<file path="src/rtl/alu8_pkg.sv">
package alu8_pkg;

    typedef enum logic [3:0] {
        OP_ADD  = 4'd0,
        OP_SUB  = 4'd1,
        OP_CMP  = 4'd2,
        OP_AND  = 4'd3,
        OP_OR   = 4'd4,
        OP_XOR  = 4'd5,
        OP_SHL  = 4'd6,
        OP_MSR  = 4'd7,
        OP_MSC  = 4'd8,
        OP_MRR  = 4'd9
    } alu_op_e;

    typedef struct packed {
        logic c;
        logic z;
        logic v;
        logic n;
    } alu_flags_t;

endpackage

</file>
<file path="src/rtl/alu8_adder.sv">
module alu8_adder #(
    parameter int W = 8
) (
    input  logic [W-1:0] a,
    input  logic [W-1:0] b,
    input  logic         ci,
    output logic [W-1:0] sum,
    output logic         co,
    output logic         ovf
);
    logic [W:0] wide;

    always_comb begin
        wide = {1'b0, a} + {1'b0, b} + {{W{1'b0}}, ci};
        sum  = wide[W-1:0];
        co   = wide[W];
        ovf  = (a[W-1] == b[W-1]) && (wide[W-1] != a[W-1]);
    end
endmodule

</file>
<file path="src/rtl/alu8_bitops.sv">
module alu8_bitops
    import alu8_pkg::*;
#(
    parameter int W = 8
) (
    input  alu_op_e      op,
    input  logic [W-1:0] a,
    input  logic [W-1:0] b,
    input  logic         ci,
    output logic [W-1:0] y,
    output logic         cy
);
    logic [W-1:0] masked;

    always_comb begin
        masked = a & b;
        y      = masked;
        cy     = ci;
        unique case (op)
            OP_AND: y = masked;
            OP_OR:  y = a | b;
            OP_XOR: y = a ^ b;
            OP_SHL: begin
                y  = {b[W-2:0], 1'b0};
                cy = b[W-1];
            end
            OP_MSR: begin
                y  = {1'b0, masked[W-1:1]};
                cy = masked[0];
            end
            OP_MSC: begin
                y  = masked;
                cy = masked[W-1];
            end
            OP_MRR: begin
                y  = {ci, masked[W-1:1]};
                cy = masked[0];
            end
            default: begin
                y  = masked;
                cy = ci;
            end
        endcase
    end
endmodule

</file>
<file path="src/rtl/alu8_core.sv">
module alu8_core
    import alu8_pkg::*;
#(
    parameter int W  = 8,
    parameter int OW = 4
) (
    input  logic          clk,
    input  logic          rst_n,
    input  logic [OW-1:0] op_sel,
    input  logic [W-1:0]  acc_in,
    input  logic [W-1:0]  opnd_in,
    input  logic          c_in,
    input  logic          z_in,
    input  logic          v_in,
    input  logic          n_in,
    output logic [W-1:0]  res_out,
    output logic          c_out,
    output logic          z_out,
    output logic          v_out,
    output logic          n_out
);
    localparam int NUM_OPS = 10;

    alu_op_e      op;
    logic         op_known;
    logic [W-1:0] add_b;
    logic         add_ci;
    logic [W-1:0] add_sum;
    logic         add_co;
    logic         add_ovf;
    logic [W-1:0] bit_y;
    logic         bit_c;
    logic [W-1:0] rr_sum;
    logic         rr_co;
    logic         rr_ovf;
    logic [W-1:0] res_d;
    logic [W-1:0] flag_src;
    alu_flags_t   flg_d;
    alu_flags_t   flg_q;
    logic [W-1:0] res_q;

    assign op       = alu_op_e'(op_sel);
    assign op_known = (int'(op_sel) < NUM_OPS);

    // Subtract and compare feed the inverted operand to the shared adder
    assign add_b  = (op == OP_ADD) ? opnd_in : ~opnd_in;
    assign add_ci = (op == OP_CMP) ? 1'b1 : c_in;

    alu8_adder #(.W(W)) u_main_add (
        .a   (acc_in),
        .b   (add_b),
        .ci  (add_ci),
        .sum (add_sum),
        .co  (add_co),
        .ovf (add_ovf)
    );

    // Overflow source for the mask-then-rotate operation
    alu8_adder #(.W(W)) u_rot_add (
        .a   (acc_in & opnd_in),
        .b   (opnd_in),
        .ci  (1'b0),
        .sum (rr_sum),
        .co  (rr_co),
        .ovf (rr_ovf)
    );

    alu8_bitops #(.W(W)) u_bits (
        .op (op),
        .a  (acc_in),
        .b  (opnd_in),
        .ci (c_in),
        .y  (bit_y),
        .cy (bit_c)
    );

    // Output selection
    always_comb begin
        res_d    = acc_in;
        flag_src = acc_in;
        flg_d    = '{c: c_in, z: z_in, v: v_in, n: n_in};
        if (op_known) begin
            unique case (op)
                OP_ADD, OP_SUB: begin
                    res_d   = add_sum;
                    flg_d.c = add_co;
                    flg_d.v = add_ovf;
                end
                OP_CMP: begin
                    res_d   = acc_in;
                    flg_d.c = add_co;
                end
                OP_AND, OP_OR, OP_XOR: begin
                    res_d = bit_y;
                end
                OP_SHL, OP_MSR, OP_MSC: begin
                    res_d   = bit_y;
                    flg_d.c = bit_c;
                end
                OP_MRR: begin
                    res_d   = bit_y;
                    flg_d.c = bit_c;
                    flg_d.v = rr_ovf;
                end
                default: res_d = acc_in;
            endcase
            flag_src = (op == OP_CMP) ? add_sum : res_d;
            flg_d.z  = (flag_src == '0);
            flg_d.n  = flag_src[W-1];
        end
    end

    // Output register
    always_ff @(posedge clk or negedge rst_n) begin
        if (!rst_n) begin
            res_q <= '0;
            flg_q <= '0;
        end else begin
            res_q <= res_d;
            flg_q <= flg_d;
        end
    end

    assign res_out = res_q;
    assign c_out   = flg_q.c;
    assign z_out   = flg_q.z;
    assign v_out   = flg_q.v;
    assign n_out   = flg_q.n;

    // compare leaves the accumulator value on the result
    a_r5_cmp_keeps_acc: assert property (@(posedge clk) disable iff (!rst_n)
        (op_sel == 4'd2) |=> (res_out == $past(acc_in)));

    // compare carry is the unsigned greater-or-equal test
    a_r5_cmp_carry: assert property (@(posedge clk) disable iff (!rst_n)
        (op_sel == 4'd2) |=> (c_out == ($past(acc_in) >= $past(opnd_in))));

    // bitwise operations pass carry and overflow through
    a_r6_logic_keeps_cv: assert property (@(posedge clk) disable iff (!rst_n)
        (op_sel == 4'd3 || op_sel == 4'd4 || op_sel == 4'd5)
        |=> (c_out == $past(c_in) && v_out == $past(v_in)));

    // zero and negative follow the registered result outside compare
    a_r11_zero_neg: assert property (@(posedge clk) disable iff (!rst_n)
        (op_sel < 4'd10 && op_sel != 4'd2)
        |=> (z_out == (res_out == '0) && n_out == res_out[W-1]));

    // inert codes pass accumulator and flags through
    a_r12_inert: assert property (@(posedge clk) disable iff (!rst_n)
        (op_sel >= 4'd10) |=> (res_out == $past(acc_in) && c_out == $past(c_in)
            && z_out == $past(z_in) && v_out == $past(v_in) && n_out == $past(n_in)));

    // shift left carry is the old top bit of the operand
    a_r7_shl_carry: assert property (@(posedge clk) disable iff (!rst_n)
        (op_sel == 4'd6) |=> (c_out == $past(opnd_in[W-1])));
endmodule

</file>
<file path="config.mk">
export PLATFORM = sky130hd
export DESIGN_NAME = alu8_core
export DESIGN_NICKNAME = d
export VERILOG_FILES = /design/src/rtl/alu8_pkg.sv /design/src/rtl/alu8_adder.sv /design/src/rtl/alu8_bitops.sv /design/src/rtl/alu8_core.sv
export SDC_FILE = /design/constraint.sdc
export NUM_CORES = 1
export LEC_CHECK = 0
export BUFFER_PORTS_ARGS = -buffer_cell sky130_fd_sc_hd__buf_2
export CORE_MARGIN = 1
export CORE_UTILIZATION = 30
export DETAILED_ROUTE_END_ITERATION = 7
export PLACE_DENSITY = 0.48
export RECOVER_POWER = 50
export SYNTH_ARGS = -nofsm -noshare
export SYNTH_HDL_FRONTEND = slang
export SYNTH_SLANG_ARGS = --single-unit
</file>
<file path="constraint.sdc">
create_clock -name clk -period 0.8 [get_ports clk]
set_clock_uncertainty 0.05 [all_clocks]
set_input_delay 0.04 -clock clk [delete_from_list [all_inputs] [get_ports clk]]
set_output_delay 0.04 -clock clk [all_outputs]
set_load 0.05 [all_outputs]
</file>
Yosys cells after proc, flatten, opt, wreduce, memory -nomap -nowiden
Cells that the tools add are included.
{ "word_totals": {"reg_bits": 12, "word_cells": 46} }
{ "classes": {"add_sub_neg": 3, "n_lt_le_gt_ge": 1, "n_eq_ne": 13, "muxes": 11, "n_bitwise": 4, "n_reduce_logical": 9} }
{ "op_table": {"columns": ["cell", "count"], "rows": [
  ["$pmux 8 s5", 1],
  ["$mux 8", 4],
  ["$eq 4x3->1 const B", 4],
  ["$pmux 8 s2", 1],
  ["$add 8x8->9", 1],
  ["$add 9x1->9", 1],
  ["$add 8x8->8", 1],
  ["$and 8x8->8", 1],
  ["$eq 4x2->1 const B", 2],
  ["$eq 4x4->1 const B", 2],
  ["$logic_not 8->1", 1],
  ["$not 8->8", 1],
  ["$or 8x8->8", 1],
  ["$xor 8x8->8", 1],
  ["$reduce_or 7->1", 1],
  ["$eq 4x1->1 const B", 1],
  ["$logic_not 4->1", 1],
  ["$lt 4x4->1 const B", 1],
  ["$mux 4", 1],
  ["$pmux 1 s2", 2],
  ["$reduce_or 2->1", 2],
  ["$reduce_or 4->1", 1],
  ["$pmux 1 s3", 1],
  ["$reduce_or 3->1", 1],
  ["other kinds (4)", 7]
]} }

Depth between registers and ports, before layout
{ "depth": {"word_depth": 9, "depth_mapped": 14} }

Hierarchy
From an unflattened synthesis, not the netlist that was laid out.
{ "unflattened": {"hier_cells": 306, "hier_area_um2": 2427.3} }
{ "by_module_without_submodules": {"columns": ["mod", "instances", "cells_each", "area_per_inst_um2", "seq_area_each_um2"], "rows": [
  ["alu8_core", 1, 107, 968.4, 300.3],
  ["alu8_bitops", 1, 115, 785.8, 0.0],
  ["alu8_adder", 2, 42, 336.6, 0.0]
]} }

Least setup slack after synthesis
OpenSTA, ideal clock, no wires.
{ "synth_path": {"kind": "input to register", "from": "input op_sel[1]", "to": "register flg_q (netlist bit z_out)", "setup_ps": 86, "arrival_time_ps": 3337, "required_time_ps": 664, "setup_slack_ps": -2673, "path_stages": 14, "cell_sequence": "buf_6 or3_1 clkbuf_1 nor2_1 xnor2_1 fa_1 fa_1 a211oi_1 o21bai_1 a21oi_1 xnor2_1 o2111ai_1 nand4bb_1 a32oi_1"} }
{ "synth_lines": {"columns": ["element", "line", "text"], "rows": [
  ["start, declared", "alu8_core.sv:9", "input logic [OW-1:0] op_sel,"],
  ["end signal, assigned", "alu8_core.sv:120", "flg_q <= flg_d;"],
  ["end, declared", "alu8_core.sv:39", "alu_flags_t flg_q;"]
]} }

==> flow_metrics.env <==
export IMPL_outcome="finished with violations"
export IMPL_violations="DRC, setup timing"
export IMPL_initial_utilization_pct=31.6
export IMPL_synth_edff_count=0
export IMPL_first_iter_violations=104
export IMPL_drc=7
export IMPL_clkSinkCount=12
export IMPL_worstMarginPinSlew_ns=0.462
export IMPL_routedWlPerCell_um=14.3
export IMPL_synth_cell_types=53
export IMPL_crit_path_max_fanout=3
export IMPL_fin_crit_sh_pct=334
export IMPL_yosysMostFrequentCell="o21ai_0"
export IMPL_ys_seq_elements=12
export IMPL_slew_limit_headroom_pct=69.1
export IMPL_layout_setup_ws_ns=-1.87
export IMPL_cts_tree="built"
export IMPL_end_kind="register"
export IMPL_synth_seq_area_share_pct=14.8
export IMPL_peakVddDrop_mv=0.406
export IMPL_placed_cells=454
export IMPL_hold_viol_final=0
export IMPL_dominantRegCellSynth="dfrtp_1"
export IMPL_num_vias=2317
export IMPL_clkTransAtPathRegs_ns=0.05
export IMPL_gp_congestion=0.867
export IMPL_grt_max_degree=27
export IMPL_finalSetupTns_ns=-17.75
export IMPL_crit_type="in -> reg"
export IMPL_dieHeight_um=84.2
export IMPL_htree_levels=1
export IMPL_netlist_instances=272
export IMPL_core_rowCount=29
export IMPL_die_w_um=84.2
export IMPL_drt_first_pass_iters=8
export IMPL_dpl_hpwl_um=5550
export IMPL_period_minus_slack_ns=2.67
export IMPL_drive_gt1_share_pct=38.7
export IMPL_power_density_nw_per_um2=1100
export IMPL_first_global_vias=2169
export IMPL_yosysWarnings=0
export IMPL_dieArea_um2=7090
export IMPL_overflow=0
export IMPL_synth_area_leaders="ha_1 (19%), dfrtp_1 (15%), o21ai_0 (8.6%)"
export IMPL_rsz0062_at_grt="true"
export IMPL_crit_arrival_ns=2.77
export IMPL_hold_ws_ns=0.0225
export IMPL_routed_wirelength_um=6620
export IMPL_area_growth_pct=53.6
export IMPL_netlist_area_um2=2030
export IMPL_port_buffers=37
export IMPL_root_buffer="clkbuf_8"
export IMPL_grt_usage_pct=19.6
export IMPL_worst_setup_path_start_kind="primary input"
export IMPL_coreArea_um2=6420
export IMPL_vias_per_cell=5.02
export IMPL_final_nets=446
export IMPL_power_leakage_nw=1.51
export IMPL_required_ns=0.89
export IMPL_synth_top_area_share_pct=19.1
export IMPL_avgSynthCellArea_um2=7.45
export IMPL_clockBufferDepth=2
export IMPL_final_cells=462
export IMPL_synth_area_leader_cell="ha_1"
export IMPL_num_fill_cells=663
export IMPL_grt_antenna_before_repair=0
export IMPL_antenna_cells=0
export IMPL_cts_buffers_inserted=3
export IMPL_clock_fmax_mhz=374
export IMPL_grt_pass1_wl_um=11100
export IMPL_setup_violations=24
export IMPL_async_flop_share_pct=100
export IMPL_drv_cap=0
export IMPL_boundaryPins=38
export IMPL_slew_viol_final=0
export IMPL_syn_num_nets=331
export IMPL_postRouteAntennaNets=0
export IMPL_holdCritPathClass="in -> reg"
export IMPL_synthTopCellsByCount="o21ai_0 (35), ha_1 (31), nor2_1 (28)"
## layout by cell type, fill, tap and decap left out, types with 2 or more instances in the layout
master | synthesis | final
nor3_1 | 3 | 3
xor2_1 | 3 | 3
nand2_1 | 22 | 22
xnor2_1 | 13 | 11
o21ai_0 | 35 | 35
fa_2 | 0 | 2
xnor2_2 | 0 | 2
ha_1 | 31 | 31
nor2b_1 | 2 | 2
buf_2 | 7 | 23
buf_4 | 0 | 87
o211ai_1 | 5 | 5
a211oi_1 | 5 | 2
a211oi_2 | 0 | 3
a221o_1 | 4 | 4
o21bai_1 | 2 | 2
a21oi_1 | 20 | 19
clkbuf_8 | 0 | 3
a22o_1 | 4 | 4
nor2_1 | 28 | 25
dfrtp_1 | 12 | 12
inv_1 | 25 | 24
a32oi_1 | 3 | 3
nor2_2 | 0 | 2
or3_1 | 3 | 2
buf_6 | 2 | 14
## report_power, final
part           internal [mW]  switching, mW  total [mW]
logic                   1.06           1.15        2.21
registers              0.685         0.0322       0.717
clock network          0.328          0.181       0.509
total                   2.07           1.36        3.44
## stage by stage
step | worst slack, ns | power (mW) | util [%] | cell area (um2)
2_1_floorplan | -2.23 | 1.85 | - | 2060
3_3_place_gp | -2.18 | 2.71 | 45.0 | 2890
3_5_place_dp | -2.24 | 2.71 | 45.0 | 2890
4_1_cts | -1.85 | 3.46 | 48.2 | 3100
5_1_grt | -2.06 | 3.70 | 48.5 | 3110
6_report | -1.87 | 3.44 | 48.5 | 3110
## registers in the layout, indices dropped and copies added, names as in the netlist
register  cells
v_out         1
n_out         1
res_out       8
c_out         1
z_out         1
## worst paths after layout
kind / startpoint / end / slack [ns] / depth (start not counted)
setup / recovery: op_sel[2] / z_out / -1.87 / 13
hold / removal: n_in / n_out / 0.02 / 3
max in group asynchronous: rst_n / res_out[1] / 0.32 / 2
min in group asynchronous: rst_n / z_out / 0.17 / 2
## final cells by class
type	count	area, um2	share of cell area [%]
multi-input cells	219	1640	52.7
inverters	25	93.8	3.01
repair buffers	126	941	30.2
well taps	77	96.3	3.09
clock buffers	3	41.3	1.33
flip-flops and latches	12	300	9.65
## cell families after synthesis
| family | count (synthesis) | synth area share (%) |
|---|---|---|
| multiplexers | 1 | 0.494 |
| AND/OR/NAND/NOR | 72 | 17.2 |
| buffers and inverters | 41 | 8.76 |
| flip-flops | 12 | 14.8 |
| XOR/XNOR | 16 | 6.91 |
| adder cells (fa/ha/maj) | 33 | 21.1 |
| AO/OA/AOI/OAI | 97 | 30.7 |
## per-layer routing
metal	vias to the layer above	track usage (%)	wire, um
li1	1199	-	-
met1	1064	28.9	3260
met2	52	32.4	3110
met3	2	0.688	237
met4	0	2.82	12
met5	-	0	0
## critical path: stages
cell,delay [ns]
buf_6,0.09
or3_4,0.40
nor2_4,0.15
xnor2_2,0.09
fa_2,0.37
fa_2,0.37
a211oi_2,0.22
nor2_1,0.08
xor2_1,0.16
a222oi_1,0.29
buf_4,0.19
nand4bb_1,0.11
a32oi_1,0.21
## timing repair
action / in CTS / in global routing
gates resized for setup: 36 / 4
pin swaps: 10 / 4
setup endpoints to repair: 24 / 24
hold endpoints to repair: 12 / 0
cloned: 0 / 0
buffers inserted: 3 / 3
hold buffers: 1 / 0
(Power assumes the default switching activity.)
